===== config.mk =====
export PLATFORM = sky130hd
export DESIGN_NAME = train_cmd_seq
export DESIGN_NICKNAME = d
export VERILOG_FILES = /design/src/rtl/tcs_pkg.sv /design/src/rtl/tcs_rst_sync.sv /design/src/rtl/tcs_sa_gen.sv /design/src/rtl/tcs_src_sel.sv /design/src/rtl/tcs_pattern_lut.sv /design/src/rtl/tcs_frame_seq.sv /design/src/rtl/train_cmd_seq.sv
export SDC_FILE = /design/constraint.sdc
export NUM_CORES = 2
export LEC_CHECK = 0
export ABC_AREA = 1
export BUFFER_PORTS_ARGS = -buffer_cell sky130_fd_sc_hd__clkbuf_2
export CORE_MARGIN = 5
export CORE_UTILIZATION = 50
export CTS_CLUSTER_SIZE = 14
export DETAILED_ROUTE_END_ITERATION = 7
export PLACE_DENSITY = 0.65
export SLEW_MARGIN = 20
export SYNTH_ARGS = -nofsm -noshare
export SYNTH_HDL_FRONTEND = slang
export SYNTH_SLANG_ARGS = --single-unit

===== constraint.sdc =====
create_clock -name clk -period 16.3 [get_ports clk]
set_input_delay 2.445 -clock clk [delete_from_list [all_inputs] [get_ports clk]]
set_output_delay 2.445 -clock clk [all_outputs]
set_load 0.02 [all_outputs]

===== src/rtl/tcs_pkg.sv =====
package tcs_pkg;
  typedef enum logic [1:0] {
    SRC_RX  = 2'd0,
    SRC_EXT = 2'd1,
    SRC_SA  = 2'd2,
    SRC_OFF = 2'd3
  } src_e;

  typedef enum logic [1:0] {
    SEQ_IDLE = 2'd0,
    SEQ_WAIT = 2'd1,
    SEQ_SEND = 2'd2
  } seq_e;

  localparam int          MARK_W     = 3;
  localparam logic [2:0]  MARK_START = 3'b110;
  localparam logic [2:0]  MARK_STOP  = 3'b011;
endpackage


===== src/rtl/tcs_rst_sync.sv =====
module tcs_rst_sync (
  input  logic clk,
  input  logic arst_n,
  output logic srst_n
);
  logic [1:0] sync_q;

  always_ff @(posedge clk or negedge arst_n) begin
    if (!arst_n) sync_q <= 2'b00;
    else         sync_q <= {sync_q[0], 1'b1};
  end

  assign srst_n = sync_q[1];
endmodule


===== src/rtl/tcs_sa_gen.sv =====
module tcs_sa_gen #(
  parameter int ID_W  = 32,
  parameter int PER_W = 8
) (
  input  logic             clk,
  input  logic             rst_n,
  input  logic             en_i,
  input  logic             bunch_clk_i,
  input  logic [PER_W-1:0] period_i,
  output logic             trig_o,
  output logic [ID_W-1:0]  id_o
);
  logic             bclk_q;
  logic [PER_W-1:0] pcnt_q, pcnt_d;
  logic             trig_q, trig_d;
  logic [ID_W-1:0]  cur_q, cur_d;
  logic [ID_W-1:0]  nxt_q, nxt_d;
  logic             tick, fire;
  logic [PER_W-1:0] per_m1;

  always_comb begin
    tick   = bunch_clk_i & ~bclk_q;
    per_m1 = (period_i == '0) ? '0 : period_i - 1'b1;
    fire   = en_i & tick & (pcnt_q >= per_m1);
    pcnt_d = pcnt_q;
    if (!en_i)      pcnt_d = '0;
    else if (fire)  pcnt_d = '0;
    else if (tick)  pcnt_d = pcnt_q + 1'b1;
    trig_d = fire;
    cur_d  = fire ? nxt_q : cur_q;
    nxt_d  = fire ? nxt_q + 1'b1 : nxt_q;
  end

  always_ff @(posedge clk or negedge rst_n) begin
    if (!rst_n) begin
      bclk_q <= 1'b0;
      pcnt_q <= '0;
      trig_q <= 1'b0;
      cur_q  <= '0;
      nxt_q  <= '0;
    end else begin
      bclk_q <= bunch_clk_i;
      pcnt_q <= pcnt_d;
      trig_q <= trig_d;
      if (fire) begin
        cur_q <= cur_d;
        nxt_q <= nxt_d;
      end
    end
  end

  assign trig_o = trig_q;
  assign id_o   = cur_q;

  // standalone triggers are one-cycle pulses
  a_r4_sa_single_pulse: assert property (@(posedge clk) disable iff (!rst_n)
    trig_q |=> !trig_q);
endmodule


===== src/rtl/tcs_src_sel.sv =====
module tcs_src_sel #(
  parameter int ID_W  = 32,
  parameter int PID_W = 8
) (
  input  logic [1:0]       sel_i,
  input  logic             rx_trig_i,
  input  logic [ID_W-1:0]  rx_id_i,
  input  logic [PID_W-1:0] rx_pid_i,
  input  logic             ext_trig_i,
  input  logic [ID_W-1:0]  ext_id_i,
  input  logic [PID_W-1:0] ext_pid_i,
  input  logic             sa_trig_i,
  input  logic [ID_W-1:0]  sa_id_i,
  input  logic [PID_W-1:0] sa_pid_i,
  output logic             trig_o,
  output logic [ID_W-1:0]  id_o,
  output logic [PID_W-1:0] pid_o
);
  import tcs_pkg::*;
  src_e sel;

  always_comb begin
    sel    = src_e'(sel_i);
    trig_o = 1'b0;
    id_o   = '0;
    pid_o  = '0;
    case (sel)
      SRC_RX: begin
        trig_o = rx_trig_i;
        id_o   = rx_id_i;
        pid_o  = rx_pid_i;
      end
      SRC_EXT: begin
        trig_o = ext_trig_i;
        id_o   = ext_id_i;
        pid_o  = ext_pid_i;
      end
      SRC_SA: begin
        trig_o = sa_trig_i;
        id_o   = sa_id_i;
        pid_o  = sa_pid_i;
      end
      default: begin
        trig_o = 1'b0;
      end
    endcase
  end
endmodule


===== src/rtl/tcs_pattern_lut.sv =====
module tcs_pattern_lut #(
  parameter int PID_W = 8,
  parameter int PAT_W = 16
) (
  input  logic             clk,
  input  logic             we_i,
  input  logic [PID_W-1:0] waddr_i,
  input  logic [PAT_W-1:0] wdata_i,
  input  logic [PID_W-1:0] raddr_i,
  output logic [PAT_W-1:0] rdata_o
);
  localparam int DEPTH = 1 << PID_W;

  logic [PAT_W-1:0] mem_q [DEPTH];

  always_ff @(posedge clk) begin
    if (we_i) mem_q[waddr_i] <= wdata_i;
  end

  assign rdata_o = mem_q[raddr_i];
endmodule


===== src/rtl/tcs_frame_seq.sv =====
module tcs_frame_seq #(
  parameter int ID_W  = 32,
  parameter int PID_W = 8,
  parameter int PAT_W = 16,
  parameter int DLY_W = 8,
  parameter int OVR_W = 8
) (
  input  logic             clk,
  input  logic             rst_n,
  input  logic             trig_i,
  input  logic [ID_W-1:0]  id_i,
  input  logic [PID_W-1:0] pid_i,
  input  logic [DLY_W-1:0] delay_i,
  input  logic             busy_i,
  input  logic [PAT_W-1:0] lut_pat_i,
  output logic [PID_W-1:0] lut_addr_o,
  output logic             cmd_o,
  output logic [PAT_W-1:0] pattern_o,
  output logic [OVR_W-1:0] ovr_cnt_o
);
  import tcs_pkg::*;

  localparam int FRAME_LEN = 2 * MARK_W + ID_W + PID_W;
  localparam int CNT_W     = $clog2(FRAME_LEN);
  localparam logic [CNT_W-1:0] LAST_BIT = CNT_W'(FRAME_LEN - 1);

  seq_e                 state_q, state_d;
  logic [DLY_W-1:0]     dcnt_q, dcnt_d;
  logic [ID_W-1:0]      id_q;
  logic [PID_W-1:0]     pid_q;
  logic [FRAME_LEN-1:0] sh_q, sh_d;
  logic [CNT_W-1:0]     bcnt_q, bcnt_d;
  logic [PAT_W-1:0]     pat_q;
  logic [OVR_W-1:0]     ovr_q, ovr_d;
  logic                 cap_en, load_en, overrun;

  always_comb begin
    state_d = state_q;
    dcnt_d  = dcnt_q;
    sh_d    = sh_q;
    bcnt_d  = bcnt_q;
    cap_en  = 1'b0;
    load_en = 1'b0;
    overrun = trig_i && (state_q != SEQ_IDLE);
    case (state_q)
      SEQ_IDLE: begin
        if (trig_i) begin
          cap_en  = 1'b1;
          dcnt_d  = delay_i;
          state_d = SEQ_WAIT;
        end
      end
      SEQ_WAIT: begin
        if (dcnt_q == '0) begin
          if (busy_i) begin
            state_d = SEQ_IDLE;
          end else begin
            load_en = 1'b1;
            sh_d    = {MARK_START, id_q, pid_q, MARK_STOP};
            bcnt_d  = '0;
            state_d = SEQ_SEND;
          end
        end else begin
          dcnt_d = dcnt_q - 1'b1;
        end
      end
      SEQ_SEND: begin
        sh_d = {sh_q[FRAME_LEN-2:0], 1'b0};
        if (bcnt_q == LAST_BIT) state_d = SEQ_IDLE;
        else                    bcnt_d  = bcnt_q + 1'b1;
      end
      default: state_d = SEQ_IDLE;
    endcase
    ovr_d = ovr_q;
    if (overrun && (ovr_q != {OVR_W{1'b1}})) ovr_d = ovr_q + 1'b1;
  end

  always_ff @(posedge clk or negedge rst_n) begin
    if (!rst_n) begin
      state_q <= SEQ_IDLE;
      dcnt_q  <= '0;
      id_q    <= '0;
      pid_q   <= '0;
      sh_q    <= '0;
      bcnt_q  <= '0;
      pat_q   <= '0;
      ovr_q   <= '0;
    end else begin
      state_q <= state_d;
      dcnt_q  <= dcnt_d;
      sh_q    <= sh_d;
      bcnt_q  <= bcnt_d;
      ovr_q   <= ovr_d;
      if (cap_en) begin
        id_q  <= id_i;
        pid_q <= pid_i;
      end
      if (load_en) pat_q <= lut_pat_i;
    end
  end

  assign lut_addr_o = pid_q;
  assign cmd_o      = (state_q == SEQ_SEND) & sh_q[FRAME_LEN-1];
  assign pattern_o  = pat_q;
  assign ovr_cnt_o  = ovr_q;

  // a frame never begins in a cycle after busy was high
  a_r5_no_start_busy: assert property (@(posedge clk) disable iff (!rst_n)
    (state_q == SEQ_SEND && $past(state_q) != SEQ_SEND) |-> !$past(busy_i));

  // a frame only begins after the delay phase
  a_r2_start_after_wait: assert property (@(posedge clk) disable iff (!rst_n)
    (state_q == SEQ_SEND && $past(state_q) != SEQ_SEND) |-> $past(state_q) == SEQ_WAIT);

  // bit counter stays inside the frame length
  a_r1_frame_bound: assert property (@(posedge clk) disable iff (!rst_n)
    (state_q == SEQ_SEND) |-> (bcnt_q <= LAST_BIT));

  // an overlapping trigger always leaves a non-zero count
  a_r8_overrun_count: assert property (@(posedge clk) disable iff (!rst_n)
    (trig_i && state_q != SEQ_IDLE) |=> (ovr_q != '0));
endmodule


===== src/rtl/train_cmd_seq.sv =====
module train_cmd_seq #(
  parameter int ID_W  = 32,
  parameter int PID_W = 8,
  parameter int PAT_W = 16,
  parameter int DLY_W = 8,
  parameter int PER_W = 8,
  parameter int OVR_W = 8
) (
  input  logic             clk,
  input  logic             rst_n,
  input  logic [1:0]       src_sel_i,
  input  logic             rx_trig_i,
  input  logic [ID_W-1:0]  rx_train_id_i,
  input  logic [PID_W-1:0] rx_pattern_id_i,
  input  logic             ext_trig_i,
  input  logic [ID_W-1:0]  ext_train_id_i,
  input  logic [PID_W-1:0] ext_pattern_id_i,
  input  logic             bunch_clk_i,
  input  logic [PER_W-1:0] sa_period_i,
  input  logic [PID_W-1:0] sa_pattern_id_i,
  input  logic [DLY_W-1:0] delay_i,
  input  logic             busy_i,
  input  logic             veto_i,
  input  logic             lut_we_i,
  input  logic [PID_W-1:0] lut_addr_i,
  input  logic [PAT_W-1:0] lut_data_i,
  output logic             cmd_o,
  output logic             veto_o,
  output logic [PAT_W-1:0] bunch_pattern_o,
  output logic [OVR_W-1:0] overrun_cnt_o
);
  import tcs_pkg::*;

  logic             srst_n;
  logic             sa_en, sa_trig;
  logic [ID_W-1:0]  sa_id;
  logic             sel_trig;
  logic [ID_W-1:0]  sel_id;
  logic [PID_W-1:0] sel_pid;
  logic [PID_W-1:0] lut_raddr;
  logic [PAT_W-1:0] lut_rdata;
  logic             veto_q;

  assign sa_en = (src_e'(src_sel_i) == SRC_SA);

  tcs_rst_sync u_rst (
    .clk    (clk),
    .arst_n (rst_n),
    .srst_n (srst_n)
  );

  tcs_sa_gen #(.ID_W(ID_W), .PER_W(PER_W)) u_sa (
    .clk         (clk),
    .rst_n       (srst_n),
    .en_i        (sa_en),
    .bunch_clk_i (bunch_clk_i),
    .period_i    (sa_period_i),
    .trig_o      (sa_trig),
    .id_o        (sa_id)
  );

  tcs_src_sel #(.ID_W(ID_W), .PID_W(PID_W)) u_sel (
    .sel_i      (src_sel_i),
    .rx_trig_i  (rx_trig_i),
    .rx_id_i    (rx_train_id_i),
    .rx_pid_i   (rx_pattern_id_i),
    .ext_trig_i (ext_trig_i),
    .ext_id_i   (ext_train_id_i),
    .ext_pid_i  (ext_pattern_id_i),
    .sa_trig_i  (sa_trig),
    .sa_id_i    (sa_id),
    .sa_pid_i   (sa_pattern_id_i),
    .trig_o     (sel_trig),
    .id_o       (sel_id),
    .pid_o      (sel_pid)
  );

  tcs_pattern_lut #(.PID_W(PID_W), .PAT_W(PAT_W)) u_lut (
    .clk     (clk),
    .we_i    (lut_we_i),
    .waddr_i (lut_addr_i),
    .wdata_i (lut_data_i),
    .raddr_i (lut_raddr),
    .rdata_o (lut_rdata)
  );

  tcs_frame_seq #(
    .ID_W(ID_W), .PID_W(PID_W), .PAT_W(PAT_W), .DLY_W(DLY_W), .OVR_W(OVR_W)
  ) u_seq (
    .clk        (clk),
    .rst_n      (srst_n),
    .trig_i     (sel_trig),
    .id_i       (sel_id),
    .pid_i      (sel_pid),
    .delay_i    (delay_i),
    .busy_i     (busy_i),
    .lut_pat_i  (lut_rdata),
    .lut_addr_o (lut_raddr),
    .cmd_o      (cmd_o),
    .pattern_o  (bunch_pattern_o),
    .ovr_cnt_o  (overrun_cnt_o)
  );

  always_ff @(posedge clk or negedge srst_n) begin
    if (!srst_n) veto_q <= 1'b0;
    else         veto_q <= veto_i;
  end

  assign veto_o = veto_q;
endmodule


Yosys cells after proc, flatten, opt, wreduce, memory -nomap -nowiden
Memory sizes are Yosys's and may differ from the RTL's. A register that Yosys moved wholly into a read port is not among the register bits.
Cells that the tools add are included.

word-level totals
  register bits after elaboration = 187
  RAM bits = 4096
  output and inout bits = 26
  memories = 1

cells by class
  add/sub/neg operators = 6
  $lt $le $gt $ge = 1
  equal/unequal tests = 13
  multiplexer cells = 29
  bitwise logic cells = 5
  reductions and logical operators = 14

memories
  name         depth  bits a word  read ports  clocked after memory_dff  wr ports  RTL line               RTL
  u_lut.mem_q  256    16           1           1                         1         tcs_pattern_lut.sv:14  logic [PAT_W-1:0] mem_q [DEPTH];

operator list
  cell                                                                     number
  32-bit one-hot mux with 3 select lines                                   1
  46-bit 2-to-1 mux                                                        2
  46-bit one-hot mux with 2 select lines                                   1
  8-bit 2-to-1 mux                                                         6
  32-bit by 1-bit adder with 32-bit output, second input constant          1
  8-bit one-hot mux with 3 select lines                                    1
  6-bit 2-to-1 mux                                                         3
  8-bit by 1-bit adder with 8-bit output, second input constant            2
  8-bit logical NOT                                                        2
  8-bit one-hot mux with 2 select lines                                    1
  8-bit by 1-bit subtractor with 8-bit output, second input constant       2
  6-bit one-hot mux with 2 select lines                                    1
  3-bit AND reduction                                                      3
  8-bit greater-or-equal comparator                                        1
  2-bit 2-to-1 mux                                                         4
  8-bit inequality test, second input constant                             1
  1-bit 2-to-1 mux                                                         7
  6-bit by 1-bit adder with 6-bit output, second input constant            1
  6-bit == test, second input constant                                     1
  2-bit by 1-bit inequality test with 1-bit output, second input constant  3
  2-bit inequality test, second input constant                             3
  2-bit one-hot mux with 3 select lines                                    1
  2-bit nonzero test                                                       3
  1-bit bitwise AND                                                        4
  other kinds (9)                                                          13

Depth between registers and ports, before layout
  word-level depth = 6
  gate-level depth with buffers = 19

Cells and area by module
From an unflattened synthesis, not the netlist that was laid out.

second synthesis, totals
  cell total of the unflattened synthesis = 15039
  area total of the unflattened synthesis = 176538.1 µm²

by module, submodules not included
  module           times used  cells each  area an instance (µm²)
  tcs_pattern_lut  1           13601       165386.1
  tcs_frame_seq    1           621         5766.8
  tcs_sa_gen       1           622         4335.4
  tcs_src_sel      1           189         960.9
  tcs_rst_sync     1           3           53.8
  train_cmd_seq    1           3           35.0

Worst setup path after synthesis
No wires, ideal clock.

  path type = input-to-reg
  start point = input sa_period_i[0]
  end point = register u_sa.cur_q[31], in the netlist u_sa.id_o[31]
  library setup time = 0.133 ns
  data arrival time = 4.669 ns
  data required time = 16.167 ns
  path slack = 11.498 ns
  stages on the path = 16
  buffers on the path = 2
  cell sequence = inv_1 -> ha_1 -> nand2_1 -> nor2_1 -> nand3_1 -> inv_1 -> or2_2 -> ha_1 -> a21oi_1 -> o21ai_0 -> nand2_1 -> o2111ai_1 -> nand2_1 -> buf_2 -> clkbuf_1 -> o21ai_0

between the ends
  cells in the longest elaborated chain, start to end = 4
  elaborated cells between the ends (all ways) = 5

RTL lines
  what                                                                              RTL line             RTL
  start: declaration                                                                train_cmd_seq.sv:19  input logic [PER_W-1:0] sa_period_i,
  8-bit by 1-bit subtractor with 8-bit output or 8-bit logical NOT (tied branches)  tcs_sa_gen.sv:23     per_m1 = (period_i == '0) ? '0 : period_i - 1'b1;
  8-bit 2-to-1 mux (*)                                                              tcs_sa_gen.sv:23
  8-bit greater-or-equal comparator (*)                                             tcs_sa_gen.sv:24     fire = en_i & tick & (pcnt_q >= per_m1);
  1-bit bitwise AND (*)                                                             tcs_sa_gen.sv:24
  end signal: assignment                                                            tcs_sa_gen.sv:46     cur_q <= cur_d;
  end: declaration                                                                  tcs_sa_gen.sv:16     logic [ID_W-1:0] cur_q, cur_d;

Mark *: on every way between the ends. The rest lies on a longest branch, timed or not.
A chain may end at the register's enable or synchronous reset.

==> summary.txt <==
Flow run
  • Number of maximum-capacitance violations: 0

Layout
  • Leading cell types in the layout, fill and taps excluded: 4402 x nand2_1, 4106 x nand3_1, 4096 x edfxtp_1
  • Synth-to-layout area growth: 10.45%
  • Number of nets in the layout: 14.84k
  • Layout cells sized above 1: 8.296%
  • Most common cell after layout, fill and taps aside: nand2_1
  • End-of-flow core utilization: 55.39%
  • Area of the multi-input gates: 0.04088 sq mm
  • Cell Count, Final, Fillers Out: 19.66k
  • Fillcell total: 28.50k
  • Area occupied by registers: 0.1281 sq mm

Timing
  • Final Hold Fails: 0
  • Final worst path period share: 35.76%
  • Number of pins with negative max-slew slack in the final report: 0
  • Clock tree skew after final layout: 0.06760 ns
  • Setup TNS: 0 ns
  • FMAX: 171.6 MHz
  • Slew at the pin closest to its max-slew limit: 1.214 ns
  • Worst relative slew slack: 19.06%
  • RSZ-0062 raised after global routing: no
  • Time the final worst path needs with I/O delays and setup: 5.829 ns
  • Final setup violation count: 0

Logic synthesis
  • Sequential element share of the synthesized area: 73.14%
  • Post-Synthesis Mean Instance Area: 11.94 sq um
  • Total number of yosys warnings: 0
  • Mapped cell area: 0.1751 sq mm
  • Distinct cell type count of the synthesized netlist: 47
  • Synthesized net count: 14.82k
  • Number of cells produced by synthesis: 14.67k
  • Number of storage elements in the synthesis netlist: 4299
  • Ys async rst share: 4.722%
  • Most used DFF post-synth: edfxtp_1
  • Number of enable flip-flop cells after synthesis: 4096

Setup path
  • Reg2Reg Launch Point: u_seq.lut_addr_o[0]
  • Register-to-Register Setup Slack: 10.47 ns
  • CP Capture Type: flip-flop
  • Kind of start point of the critical path: flip-flop
  • Required time at the endpoint of the critical path: 17.18 ns
  • Worst setup path category: reg2reg
  • Worst Reg2Reg Path Length in Cells: 14
  • Largest fanout on the critical path: 190
  • Arr. time, crit path: 6.71 ns
  • Crit Reg-Reg Endpoint: u_seq.pattern_o[11]

Placed design
  • Number of cells after detailed placement: 18.86k
  • Count of input and output buffers: 163
  • HPWL reported at the end of detailed placement: 264.7 mm
  • Weighted congestion reported at the end of routability-driven placement: 0.8766

Clock network
  • Root cell of the clock tree: clkbuf_16
  • H-tree levels: 5
  • Post-CTS resize count: 0
  • Count of clock tree sinks: 4299
  • Longest Clk Path Bufs: 4
  • Clock tree from TritonCTS: built
  • TritonCTS Buffers: 427
  • Buffers inserted during post-CTS setup optimization: 0
  • CTS clk-pin slew, worst paths: 0.06 ns
  • Hold-fix buffers, CTS: 0
  • Clk_lat worst skew: 0.98 ns

Global routing
  • Maximum number of pins on one net before global-route repair: 201
  • Number of global-route vias before repair: 109.2k
  • Remaining global-route overflow: 0
  • Wire length of the first global-routing pass: 726.1 mm
  • Tot GR Track Use: 26.43%
  • Initial antenna violation count: 20

Floorplanning
  • Die boundary height: 601.8 um
  • Overall die area: 0.3621 sq mm
  • Initial standard-cell utilization of the core: 50.15%
  • Total core area: 0.3492 sq mm
  • Width of the chip: 601.8 um
  • Count of boundary I/O pins: 164
  • Number of placement rows: 217

Routing
  • Remaining antenna violation count: 0
  • Count of vias placed by the detailed router: 116.4k
  • Number of remaining DRC errors: 0
  • Routed wire length: 493.3 mm
  • Wire per inst: 25.10 um
  • Violation count after the first detailed-route iteration: 14.56k
  • Number of search-and-repair iterations in the first detailed-routing pass: 6
  • Vias per Instance: 5.920

Power
  • Pwr/cell area: 170.1 mW/mm^2
  • Maximum ir drop on the vdd rail: 0.2131 mV
  • LEAKAGE: 0.06855 uW
  • Total power of the final layout: 32900 uW

Outcome
  • Status: completed

Hold path
  • Hold Crit Class: reg2async
[Yosys cell counts, drive strengths merged, types with 2 or more instances]
cell type  number  area share (%)
nand3        4106              12
edfxtp       4096              70
nor3           21           0.063
buf           823             2.9
o22ai          12           0.043
ha             15            0.11
a21oi          19           0.054
nor4            2          0.0071
a41oi          36            0.18
xor2           43            0.22
dfrtp         203             2.9
inv           165            0.36
o21ai          95            0.27
nand2        4421             9.5
o211ai         41            0.18
nor2          370            0.81
a22oi           2          0.0086
a221oi          2           0.010
clkbuf        165            0.35
a22o            2           0.010
nand4          12           0.043
a31oi           2          0.0071
or2             4           0.016
[worst max-delay path by stage]
stage / cells past startpoint / from / end
2_1_floorplan: 0 / u_rst.sync_q[1] / u_sa.bclk_q
3_3_place_gp: 19 / sa_period_i[0] / u_sa.nxt_q[31]
3_5_place_dp: 18 / sa_period_i[0] / u_sa.nxt_q[18]
4_1_cts: 14 / u_seq.lut_addr_o[0] / u_seq.pattern_o[14]
5_1_grt: 14 / u_seq.lut_addr_o[0] / u_seq.pattern_o[12]
6_report: 14 / u_seq.lut_addr_o[0] / u_seq.pattern_o[11]
[power breakdown]
part           internal (uW)  leakage [uW]  switching [uW]
combinational           2740        0.0226            8010
clock                   5460       0.00663            4150
sequential             12300        0.0393             275
total                  20500        0.0686           12400
[per-stage QoR]
stage,hold WS (ns),setup WS (ns),instance area [sq um]
after floorplan,0.3312,10.22,175100
after global placement,0.2131,9.605,179800
after detailed placement,0.2127,9.732,179800
after CTS,0.2192,10.41,193300
after global routing,0.2376,10.16,193400
final,0.2051,10.47,193400
[routing by layer]
metal  routed length [um]  GRT usage (%)  share of wire, %
met4                21850          11.45               4.4
met1               195000          37.03                40
met2               228100          40.82                46
met5                   43              0            0.0087
met3                48320          4.864               9.8
[cells by family after synthesis]
group / Yosys count / share of synthesized area (%)
flops: 4299 / 73.14
fa+ha+maj: 15 / 0.1072
compound gates: 215 / 0.7846
other cells: 1 / 0.002142
xor+xnor: 44 / 0.2201
buf+inv: 1153 / 3.570
simple gates: 8938 / 22.16
mux: 2 / 0.01215
[registers in the layout, summed over array words and instances, names as in the netlist, 16 cells and up]
name,count
u_lut.mem_q,4096
u_seq.sh_q,46
u_sa.id_o,32
u_sa.nxt_q,32
u_seq.id_q,32
u_seq.pattern_o,16
[layout make-up]
class / instances / share of cell area [%]
inverter: 165 / 0.3474
antenna: 12 / 0.01553
timing repair buffer: 583 / 2.285
clock inverter: 241 / 1.084
clock buffer: 541 / 5.918
multi-input combinational: 9215 / 21.14
tap: 4599 / 2.975
sequential: 4299 / 66.24
[worst max-delay path, cell delays in order (launching register included)]
cell and delay, ns:
dfrtp_4 0.90, buf_4 0.78, buf_12 0.58, buf_12 0.67
buf_4 0.83, nand2_1 0.10, nand3_1 0.12, nand3_1 0.10
nand3_1 0.16, nand3_1 0.17, nand3_1 0.23, nand3_1 0.35
nand3_1 0.26, nand3_1 0.11, nand2_1 0.07
Note: power is estimated with default switching activity, not from simulation.
